## src/rtl/spi_blkwr_pkt.sv

```systemverilog
module spi_blkwr_pkt #(
  parameter int SIZE_W   = 17,
  parameter int MIN_LOG2 = 8
) (
  input  logic              clk,
  input  logic              rst_n,
  input  logic              start,
  input  logic [SIZE_W-1:0] xfer_size,
  input  logic [2:0]        pkt_code,
  input  logic              crc_en,
  input  logic [7:0]        in_data,
  input  logic              in_valid,
  output logic              in_ready,
  output logic [7:0]        out_data,
  output logic              out_valid,
  input  logic              out_ready,
  output logic              busy,
  output logic              done,
  output logic              size_err
);

  localparam int CW = SIZE_W + MIN_LOG2 + 6;

  typedef enum logic [2:0] {S_IDLE, S_HDR, S_PAY, S_TR0, S_TR1} st_t;

  st_t               st;
  logic [SIZE_W-1:0] rem, cnt;
  logic              first, crc_q, done_q, err_q;
  logic [2:0]        code_q;

  logic [2:0]    eff_code;
  logic [CW-1:0] maxpkt;
  logic          fits, fire;
  logic [1:0]    order;

  assign eff_code = (code_q > 3'd5) ? 3'd5 : code_q;
  assign maxpkt   = CW'(1) << (MIN_LOG2 + int'(eff_code));
  assign fits     = CW'(rem) <= maxpkt;
  assign order    = fits ? 2'd3 : (first ? 2'd1 : 2'd2);

  assign out_valid = (st == S_HDR) || (st == S_TR0) || (st == S_TR1) ||
                     ((st == S_PAY) && in_valid);
  assign out_data  = (st == S_HDR) ? {6'b111100, order} :
                     (st == S_PAY) ? in_data : 8'h00;
  assign in_ready  = (st == S_PAY) && out_ready;
  assign fire      = out_valid && out_ready;
  assign busy      = (st != S_IDLE);
  assign done      = done_q;
  assign size_err  = err_q;

  always_ff @(posedge clk or negedge rst_n) begin
    if (!rst_n) begin
      st     <= S_IDLE;
      rem    <= '0;
      cnt    <= '0;
      first  <= 1'b0;
      crc_q  <= 1'b0;
      code_q <= '0;
      done_q <= 1'b0;
      err_q  <= 1'b0;
    end else begin
      done_q <= 1'b0;
      err_q  <= 1'b0;
      case (st)
        S_IDLE: if (start) begin
          if (xfer_size == '0) begin
            err_q <= 1'b1;
          end else begin
            rem    <= (xfer_size == SIZE_W'(1)) ? SIZE_W'(2) : xfer_size;
            first  <= 1'b1;
            crc_q  <= crc_en;
            code_q <= pkt_code;
            st     <= S_HDR;
          end
        end
        S_HDR: if (fire) begin
          cnt <= fits ? rem : maxpkt[SIZE_W-1:0];
          st  <= S_PAY;
        end
        S_PAY: if (fire) begin
          rem <= rem - SIZE_W'(1);
          cnt <= cnt - SIZE_W'(1);
          if (cnt == SIZE_W'(1)) begin
            first <= 1'b0;
            if (crc_q) begin
              st <= S_TR0;
            end else if (rem == SIZE_W'(1)) begin
              done_q <= 1'b1;
              st     <= S_IDLE;
            end else begin
              st <= S_HDR;
            end
          end
        end
        S_TR0: if (fire) st <= S_TR1;
        S_TR1: if (fire) begin
          if (rem == '0) begin
            done_q <= 1'b1;
            st     <= S_IDLE;
          end else begin
            st <= S_HDR;
          end
        end
        default: st <= S_IDLE;
      endcase
    end
  end

endmodule

```

## config.mk

```make
export PLATFORM = sky130hd
export DESIGN_NAME = spi_blkwr_pkt
export DESIGN_NICKNAME = d
export VERILOG_FILES = /design/src/rtl/spi_blkwr_pkt.sv
export SDC_FILE = /design/constraint.sdc
export NUM_CORES = 1
export LEC_CHECK = 0
export ABC_AREA = 1
export BUFFER_PORTS_ARGS = -buffer_cell sky130_fd_sc_hd__buf_2
export CAP_MARGIN = 10
export CORE_MARGIN = 1.5
export CORE_UTILIZATION = 40
export CTS_BUF_LIST = sky130_fd_sc_hd__clkbuf_8
export DETAILED_ROUTE_END_ITERATION = 6
export GPL_TIMING_DRIVEN = 0
export PLACE_DENSITY = 0.67
export SLEW_MARGIN = 25
export SYNTH_ARGS = -nofsm -noshare
export SYNTH_HDL_FRONTEND = slang
export SYNTH_SLANG_ARGS = --single-unit
```

## constraint.sdc

```tcl
create_clock -name clk -period 7.2 [get_ports clk]
set_input_delay 1.44 -clock clk [delete_from_list [all_inputs] [get_ports clk]]
set_output_delay 1.44 -clock clk [all_outputs]
set_load 0.03 [all_outputs]
```

==> impl_metrics.tcl, run 1 <==
set metrics [dict create \
    relSlewSlack 0.582 \
    grt_usage 0.218 \
    critical-path-slowest-cell "dfrtp_1" \
    cts_buffer_depth 2 \
    worst_pin_slew_ns 0.625 \
    post-route-period-util 0.573 \
    antenna_found_initial 0 \
    io_pins 47 \
    cts.clk_slew.worst_paths_ns 0.09 \
    worst_setup_path_start_kind "flip-flop" \
    root_buffer "clkbuf_8" \
    async_flop_share 1.00 \
    cts_tree "yes" \
    ff2ff_setup_slack_ns 4.84 \
    synth_top_family_by_area "simple AND/OR/NAND/NOR gates" \
    first_global_vias 3257 \
    postCtsSetupBuffers 0 \
    seq_area_frac_synth 0.318 \
    finalClockSkew_ns 0.00664 \
    grt_use_met3 0.0308 \
    rr_worst_depth 12 \
    ant_nets 0 \
    use_met1 0.297 \
    grt_setup_unrepaired "no" \
    avgSynthCellArea_um2 6.55 \
    synthAdderAreaFrac 0.0397 \
    cp-end-kind "primary output" \
    numClockSinks 44 \
    dieHeight_um 96.1 \
    hpwl_um 7070 \
    hold_class "flip-flop to flip-flop" \
    crit_top_cell "nand2_1" \
    grt_pass1_wl_um 15400 \
    hold_viol 0 \
    slew_viol_final 0 \
    grt_util_met2 0.360 \
    p_leak_uw 0.00202 \
    num_vias 3554 \
    n_fill_cell 881 \
    die_x_um 96.1 \
    synth_nets 574 \
    critPathBufInv 3 \
    fmax_ghz 0.242 \
    synth_edf_count 0 \
    start_util 0.418 \
    timing.rr.end "cnt[0]" \
    busiest_layer "met2" \
    drc 0 \
    dieArea_mm2 0.00924 \
    worstPathArrival_ns 2.69 \
    fin_util 0.472 \
    synth-seq-cells 44 \
    ir_drop_mv 0.174 \
    rows 33 \
    grt.overflow.total 0 \
    max_cap_viol_count 0 \
    r2r-start "code_q[2]" \
    path_delay_family "simple AND/OR/NAND/NOR gates" \
    insertion_delay_ns 0.31 \
    crit_path_max_incr_delay_ns 0.41 \
    ys_types 43 \
    crit_required_ns 5.76 \
    synthMuxAreaShare 0 \
    synth_flop_cell "dfrtp_1" \
    fin_setup_tns_ns 0 \
    drtPass1Iterations 5 \
    synth-simple-area-share 0.396 \
    wirelength_um 9210 \
    synth_xor_area_frac 0.0253 \
    areaGrowthSynthToFinish_pct 13.1 \
    hold_start "cnt[12]" \
    syn_area_mm2 0.00347 \
    fin_crit_ns 4.13 \
    first_iter_violations 163 \
    powerDensity_mw_per_mm2 479 \
    nNetsFinal 627 \
    synthCells 529 \
    setup_viol 0 \
    synth-compound-area-share 0.124 \
    status "completed" \
    yosysWarnings 0 \
    core_mm2 0.00830 \
    critical_path_class "flip-flop to primary output" \
    vias_per_cell 5.17 \
    min_to "cnt[12]" \
    cp_max_fo 10 \
    gp_congestion 0.846 \
    cts_resized 0 \
    diodes 0 \
    grt_max_degree 45 \
    drive_gt1_frac 0.166 \
    cts-hold-fix-buffers 0 \
    portBuffers 46 \
    htree_levels 2 \
    holdPathStages 2 \
    wl_per_cell_um 13.4 \
    path_cells "nor3_1 -> inv_1 -> ha_1 -> or2_2 -> nand2_1 -> nand3_1 -> nand2_1 -> nand2_2 -> nand2_4 -> buf_8 -> o21ai_0 -> nand2_1 -> buf_2" \
    cts-buffers-inserted 5 \
]
[metal layers]
layer	routed length, um	part of all wire
met2	4270	0.46
met3	533	0.058
met1	4260	0.46
met4	146	0.016
met5	0	0
[flip-flops by register name, indices dropped and copies added (netlist names)]
signal / cells
first: 1
crc_q: 1
done: 1
rem: 17
st: 3
code_q: 3
cnt: 17
size_err: 1
[cell type report]
class,instances,area (um2),share of cell area
Multi-Input combinational cell,409,2030,0.518
Sequential cell,44,1100,0.281
Inverter,61,230,0.0587
Tap cell,105,131,0.0335
Clock buffer,6,82.6,0.0211
Clock inverter,2,7.51,0.00191
Timing Repair Buffer,46,233,0.0593
Buffer,15,104,0.0265
[tightest hold or removal path, stage by stage (launching register included)]
cell and delay, ns:
dfrtp_1 0.36, nand2_1 0.06, nand2_1 0.05
[kinds of logic after synthesis]
family	after synthesis
buf+inv	76
compound gates	74
other cells	1
fa+ha+maj	11
xor+xnor	10
simple gates	313
flops	44
[through the flow]
step | instances | worst slack, ns | hold slack (ns) | area, um2 | power [uW]
floorplan | 529 | 3.72 | 0.449 | 3470 | 1400
global placement | 680 | 3.49 | 0.469 | 3830 | 1680
detailed placement | 680 | 3.44 | 0.478 | 3830 | 1710
CTS | 688 | 3.09 | 0.501 | 3920 | 1880
global route | 688 | 2.85 | 0.506 | 3920 | 2080
finish | 688 | 3.07 | 0.495 | 3920 | 1880
[where the power goes]
part	switching [uW]	total, uW	internal (uW)
logic	800	1210	413
clock network	89.9	166	75.7
registers	133	498	365
total	1020	1880	854
[cell usage in the layout, fill, tap and decap left out, types with 7 or more instances in the layout]
cell type and n:
a21oi_1 18, buf_2 53, dfrtp_1 44, ha_1 11, inv_1 56, nand2_1 156, nand2_2 7, nand3_1 48
nor2_1 66, nor2_2 7, nor3_1 11, o21ai_0 36
[how the worst max path moves through the flow]
stage,start,end,slack (ns),cells past startpoint
floorplan,code_q[0],out_data[0],3.72,13
global placement,code_q[2],out_data[0],3.49,13
detailed placement,code_q[0],out_data[0],3.44,14
CTS,code_q[2],out_data[0],3.09,13
global route,code_q[2],out_data[0],2.85,15
finish,code_q[2],out_data[0],3.07,13
[synthesized netlist by cell type, drive strengths merged, types with 4 or more instances]
cell / count / area (um2)
xor2: 6 / 52.6
o21ai: 41 / 205
nand2: 164 / 641
inv: 60 / 225
xnor2: 4 / 35.0
a31oi: 4 / 25.0
buf: 13 / 96.3
nor3: 13 / 75.1
nand3: 50 / 268
ha: 11 / 138
nor2: 74 / 312
nand4: 4 / 25.0
dfrtp: 44 / 1100
a21oi: 19 / 106
(Power assumes the default switching activity.)
==> run 2, diff against run 1 <==
--- a/config.mk
+++ b/config.mk
@@ -5,7 +5,7 @@
 export SDC_FILE = /design/constraint.sdc
 export NUM_CORES = 1
 export LEC_CHECK = 0
-export ABC_AREA = 1
+export ABC_AREA = 0
 export BUFFER_PORTS_ARGS = -buffer_cell sky130_fd_sc_hd__buf_2
 export CAP_MARGIN = 10
 export CORE_MARGIN = 1.5
==> constraint.sdc (replaced) <==
create_clock -name clk -period 4.2 [get_ports clk]
set_input_delay 0.84 -clock clk [delete_from_list [all_inputs] [get_ports clk]]
set_output_delay 0.84 -clock clk [all_outputs]
set_load 0.03 [all_outputs]
==> run 2 against run 1 <==
Via count is 7.9% lower. Sequential power is 70% higher. Critical path type unchanged. Clock power is 69% higher. Highest routed layer unchanged. Critical path depth is 3 lower. Total power is 48% higher. Global-route usage is 2.2 points higher. Largest cell class unchanged. Cell area is 8.2% lower. First-iteration DRC count is 69% higher. Critical endpoint unchanged. Routed wire length is 4.0% higher.
==> impl_metrics.tcl, run 2 <==
set metrics [dict create \
    start_util 0.409 \
    hpwl_um 7110 \
    worst_setup_path_start_kind "flip-flop" \
    syn_area_mm2 0.00312 \
    synth-seq-cells 44 \
    p_sw_uw 1460 \
    grt_setup_unrepaired "no" \
    hold_viol 0 \
    synthDominantCellAreaShare 0.352 \
    mostFrequentLayoutCells "54 x buf_2, 49 x nor2_1, 47 x o21ai_0" \
    setup_viol 0 \
    gp_congestion 0.888 \
    fmax_ghz 0.261 \
    core_mm2 0.00765 \
    fin_util 0.471 \
    vias_per_cell 5.94 \
    synthCells 394 \
    cp-end-kind "primary output" \
    drive_gt1_frac 0.183 \
    htree_levels 2 \
    grt_pass1_wl_um 16000 \
    wl_per_cell_um 17.4 \
    final_common_cell "buf_2" \
    min_to "cnt[16]" \
    drtPass1Iterations 5 \
    areaGrowthSynthToFinish_pct 15.2 \
    hold_start "cnt[16]" \
    nNetsFinal 493 \
    synth_nets 439 \
    synth.top_cells.by_area "dfrtp_1 35%, o21ai_0 7.5%, a21oi_1 6.4%" \
    die_x_um 91.4 \
    synth_common_cells "49 x nor2_1, 47 x o21ai_0, 44 x dfrtp_1, 40 x a21oi_1, 27 x nand2_1" \
    cts_resized 0 \
    cts.clk_slew.worst_paths_ns 0.08 \
    diodes 0 \
    multi_input_area_mm2 0.00189 \
    portBuffers 46 \
    grt_max_degree 25 \
    fin_setup_tns_ns 0 \
    p_leak_uw 0.00151 \
    async_flop_share 1.00 \
    pwr-share-comb 0.594 \
    fin_crit_ns 3.84 \
    yosysWarnings 0 \
    io_pins 47 \
    insertion_delay_ns 0.30 \
    critical_path_class "flip-flop to primary output" \
    antenna_found_initial 0 \
    seqCellArea_mm2 0.00110 \
    seq_power_share 0.305 \
    rows 32 \
    yosysTopAreaCell "dfrtp_1" \
    swShare 0.527 \
    grt.overflow.total 0 \
    first_iter_violations 276 \
    cts_tree "yes" \
    reg_top3 "cnt (17), rem (17)" \
    cts_buffer_depth 2 \
    synth.most_common_cell "nor2_1" \
    root_buffer "clkbuf_8" \
    slew_viol_final 0 \
    p_int_uw 1310 \
    synth_edf_count 0 \
    synth_flop_cell "dfrtp_1" \
    worstPathArrival_ns 3.00 \
    ff2ff_setup_slack_ns 1.35 \
    rr_worst_depth 8 \
    cts-hold-fix-buffers 0 \
    r2r-start "code_q[1]" \
    grt_usage 0.240 \
    cp_max_fo 9 \
    hold_class "flip-flop to flip-flop" \
    finalClockSkew_ns 0.00475 \
    ys_types 57 \
    ant_nets 0 \
    n_fill_cell 780 \
    cts-buffers-inserted 5 \
    post-route-period-util 0.913 \
    numClockSinks 44 \
    ir_drop_mv 0.313 \
    timing.rr.end "cnt[9]" \
    avgSynthCellArea_um2 7.93 \
    postCtsSetupBuffers 0 \
    worst_pin_slew_ns 0.695 \
    dieHeight_um 91.4 \
    holdPathStages 1 \
    crit_required_ns 3.36 \
    status "completed" \
    dieArea_mm2 0.00835 \
    wirelength_um 9580 \
    drc 0 \
    num_vias 3273 \
    powerDensity_mw_per_mm2 771 \
    clkPwrFrac 0.101 \
    relSlewSlack 0.533 \
    seq_area_frac_synth 0.352 \
    first_global_vias 3124 \
    max_cap_viol_count 0 \
]
==> run 2: cell types whose count changed after synthesis, moves of 7 or more <==
cell | previous run | this run
inv_1 | 54 | 10
o21ai_0 | 36 | 47
clkbuf_1 | 2 | 15
a21oi_1 | 18 | 40
nand3_1 | 48 | 8
nor2_1 | 66 | 49
nor3_1 | 11 | 18
nand2_1 | 156 | 27
or3_1 | 0 | 9
nor4_1 | 1 | 14
nand2_2 | 7 | 0
==> run 2: through the flow <==
step                      std cells  hold slack [ns]  total power [uW]  instance area, um2  setup WS, ns
after CTS                       551            0.492              2750                3600         0.393
after global placement          542            0.474              2430                3480         0.763
after detailed placement        543            0.475              2470                3510         0.722
after floorplan                 394            0.446              1990                3120         0.708
final                           551            0.484              2780                3600         0.364
after global routing            551            0.504              3020                3600         0.128
==> run 2: cell families (layout without fill, tap and decap cells) <==
kind of cell             after synthesis  count (layout)  share of synthesized area
adder cells (fa/ha/maj)               11              11                     0.0441
AND/OR/NAND/NOR                      162             162                      0.274
flip-flops                            44              44                      0.352
multiplexers                           6               6                     0.0216
other                                  1               1                    0.00120
buffers and inverters                 33              88                     0.0429
AO/OA/AOI/OAI                        137             137                      0.264
==> run 2: cell type report <==
type / count / area share
Clock inverter: 2 / 0.00209
Clock buffer: 6 / 0.0229
Inverter: 10 / 0.0104
Sequential cell: 44 / 0.306
Multi-Input combinational cell: 317 / 0.525
Buffer: 23 / 0.0268
Tap cell: 102 / 0.0355
Timing Repair Buffer: 47 / 0.0716
==> run 2: routing by layer <==
metal,track usage,wire [um],up-vias
met5,0,0,-
met4,0.0625,165,0
met3,0.0385,642,12
met2,0.391,4580,127
met1,0.329,4190,1559
li1,-,-,1575
==> run 2: critical path: stages, from the launching register on <==
cell     delay (ns)
dfrtp_1        0.47
or3b_2         0.49
ha_1           0.30
a21oi_1        0.15
o21ai_1        0.07
nor2_1         0.33
a41o_1         0.14
buf_2          0.23
o21ai_0        0.12
a21oi_1        0.18
buf_2          0.21
==> run 2: worst max-delay path by stage <==
stage,start,endpoint,slack (ns),cells past startpoint
5_1_grt,code_q[2],out_data[0],0.13,10
4_1_cts,code_q[2],out_data[0],0.39,10
3_5_place_dp,code_q[2],out_data[0],0.72,10
3_3_place_gp,code_q[2],out_data[0],0.76,10
2_1_floorplan,code_q[2],out_data[1],0.71,7
6_report,code_q[1],out_data[0],0.36,10
==> run 2: power by group through the flow <==
stage	clock network [uW]	registers [uW]	logic, uW
6_report	281	847	1650
5_1_grt	302	869	1850
4_1_cts	287	838	1630
3_5_place_dp	0	845	1620
3_3_place_gp	0	837	1600
2_1_floorplan	0	763	1220
==> run 3, diff against run 2 <==
--- a/config.mk
+++ b/config.mk
@@ -12,7 +12,6 @@
 export CORE_UTILIZATION = 40
 export CTS_BUF_LIST = sky130_fd_sc_hd__clkbuf_8
 export DETAILED_ROUTE_END_ITERATION = 6
-export GPL_TIMING_DRIVEN = 0
 export PLACE_DENSITY = 0.67
 export SLEW_MARGIN = 25
 export SYNTH_ARGS = -nofsm -noshare
==> run 3 against run 2 <==
Non-clock buffer count fell by 19. Routed wire length decreased by 6.3%. Utilization is 1.3 points lower. Total power decreased by 2.7%. Maximum frequency is 5.3% higher. Clock-buffer cell count shrank 1. First-iteration DRC count rose by 13%. Register-to-register slack barely moved. Highest routed layer unchanged.
==> impl_metrics.tcl, run 3 (synthesized netlist as in run 2, its figures left out) <==
set metrics [dict create \
    grt_pass1_wl_um 14900 \
    drtPass1Iterations 5 \
    start_util 0.409 \
    cts-hold-fix-buffers 0 \
    wirelength_um 8980 \
    cp_max_fo 7 \
    ir_drop_mv 0.347 \
    relSlewSlack 0.396 \
    cts_buffer_depth 2 \
    drive_gt1_frac 0.183 \
    ant_nets 0 \
    first_iter_violations 311 \
    die_x_um 91.4 \
    drc 0 \
    dpl_worst_slack_ns 0.922 \
    hold_viol 0 \
    wl_per_cell_um 17.0 \
    finalClockSkew_ns 0.00498 \
    path_delay_family "simple AND/OR/NAND/NOR gates" \
    fin_cells 529 \
    vias_per_cell 5.99 \
    worstPathArrival_ns 2.80 \
    grt.overflow.total 0 \
    final_common_cell "nor2_1" \
    critical_path_class "flip-flop to primary output" \
    grt_max_degree 50 \
    grt_setup_unrepaired "no" \
    first_global_vias 2921 \
    fin_setup_tns_ns 0 \
    gp_congestion 0.969 \
    insertion_delay_ns 0.29 \
    p_leak_uw 0.00145 \
    postLayoutCellArea_mm2 0.00350 \
    powerDensity_mw_per_mm2 772 \
    portBuffers 46 \
    grt_usage 0.223 \
    post-route-period-util 0.867 \
    setup_viol 0 \
    status "completed" \
    diodes 0 \
    num_vias 3168 \
    crit_required_ns 3.36 \
    nNetsFinal 474 \
    reg_top3 "cnt (17), rem (17)" \
    crit_path_max_incr_delay_ns 0.52 \
    critical-path-slowest-cell "or3b_2" \
    cts_resized 0 \
    cp-end-kind "primary output" \
    core_mm2 0.00765 \
    hold_ws_ns 0.500 \
    hold_class "flip-flop to flip-flop" \
    fin_ws_ns 0.558 \
    dp.cells 524 \
    cts.clk_slew.worst_paths_ns 0.08 \
    critPathBufInv 1 \
    antenna_found_initial 0 \
    root_buffer "clkbuf_8" \
    cts-buffers-inserted 5 \
    fin_crit_ns 3.64 \
    postPlaceCellArea_mm2 0.00343 \
    crit_top_cell "a21oi_1" \
    fmax_ghz 0.275 \
    slew_viol_final 0 \
    dieArea_mm2 0.00835 \
    hpwl_um 6650 \
    areaGrowthSynthToFinish_pct 11.9 \
    path_cells "or3b_2 -> ha_1 -> a21oi_1 -> o21ai_1 -> nor2_1 -> a41o_1 -> o21ai_0 -> a21oi_1 -> buf_2" \
    worst_setup_path_start_kind "flip-flop" \
    cts_tree "yes" \
    postCtsSetupBuffers 0 \
    max_cap_viol_count 0 \
    dieHeight_um 91.4 \
    io_pins 47 \
    numClockSinks 44 \
    mostFrequentLayoutCells "49 x nor2_1, 47 x o21ai_0, 45 x buf_2" \
    rows 32 \
    htree_levels 2 \
    worst_pin_slew_ns 0.903 \
]
-- run 3: final timing paths --
check / startpoint / to / slack, ns / depth (start not counted)
worst max-delay path: code_q[2] / out_data[0] / 0.56 / 9
worst min-delay path: cnt[16] / cnt[16] / 0.50 / 1
worst max register to register: code_q[2] / cnt[8] / 1.36 / 9
worst min register to register: cnt[16] / cnt[16] / 0.50 / 1
max in group asynchronous: rst_n / rem[7] / 3.25 / 1
min in group asynchronous: rst_n / cnt[4] / 0.55 / 1
-- run 3: per-stage QoR --
stage	util	power [uW]
final	0.457	2700
after CTS	0.457	2690
after global placement	0.448	2410
after global routing	0.457	2930
after detailed placement	0.448	2430
after floorplan	-	1990
-- run 3: power breakdown --
group | internal [uW] | switching [uW] | total, uW
combinational | 576 | 976 | 1550
clock | 108 | 141 | 249
sequential | 600 | 300 | 900
total | 1280 | 1420 | 2700
-- run 3: area by class of cell --
cell class,instances,area (um2)
clock buffer,5,68.8
inverter,10,37.5
fill,765,4150
timing repair buffer,51,270
multi-input combinational,317,1890
tap,102,128
sequential,44,1100
-- run 3: routing by layer --
layer / share of wire / global-route usage / routed length (um)
met5: 0 / 0 / 0
met4: 0.016 / 0.0599 / 146
met1: 0.48 / 0.323 / 4290
met2: 0.46 / 0.346 / 4110
met3: 0.047 / 0.0302 / 426
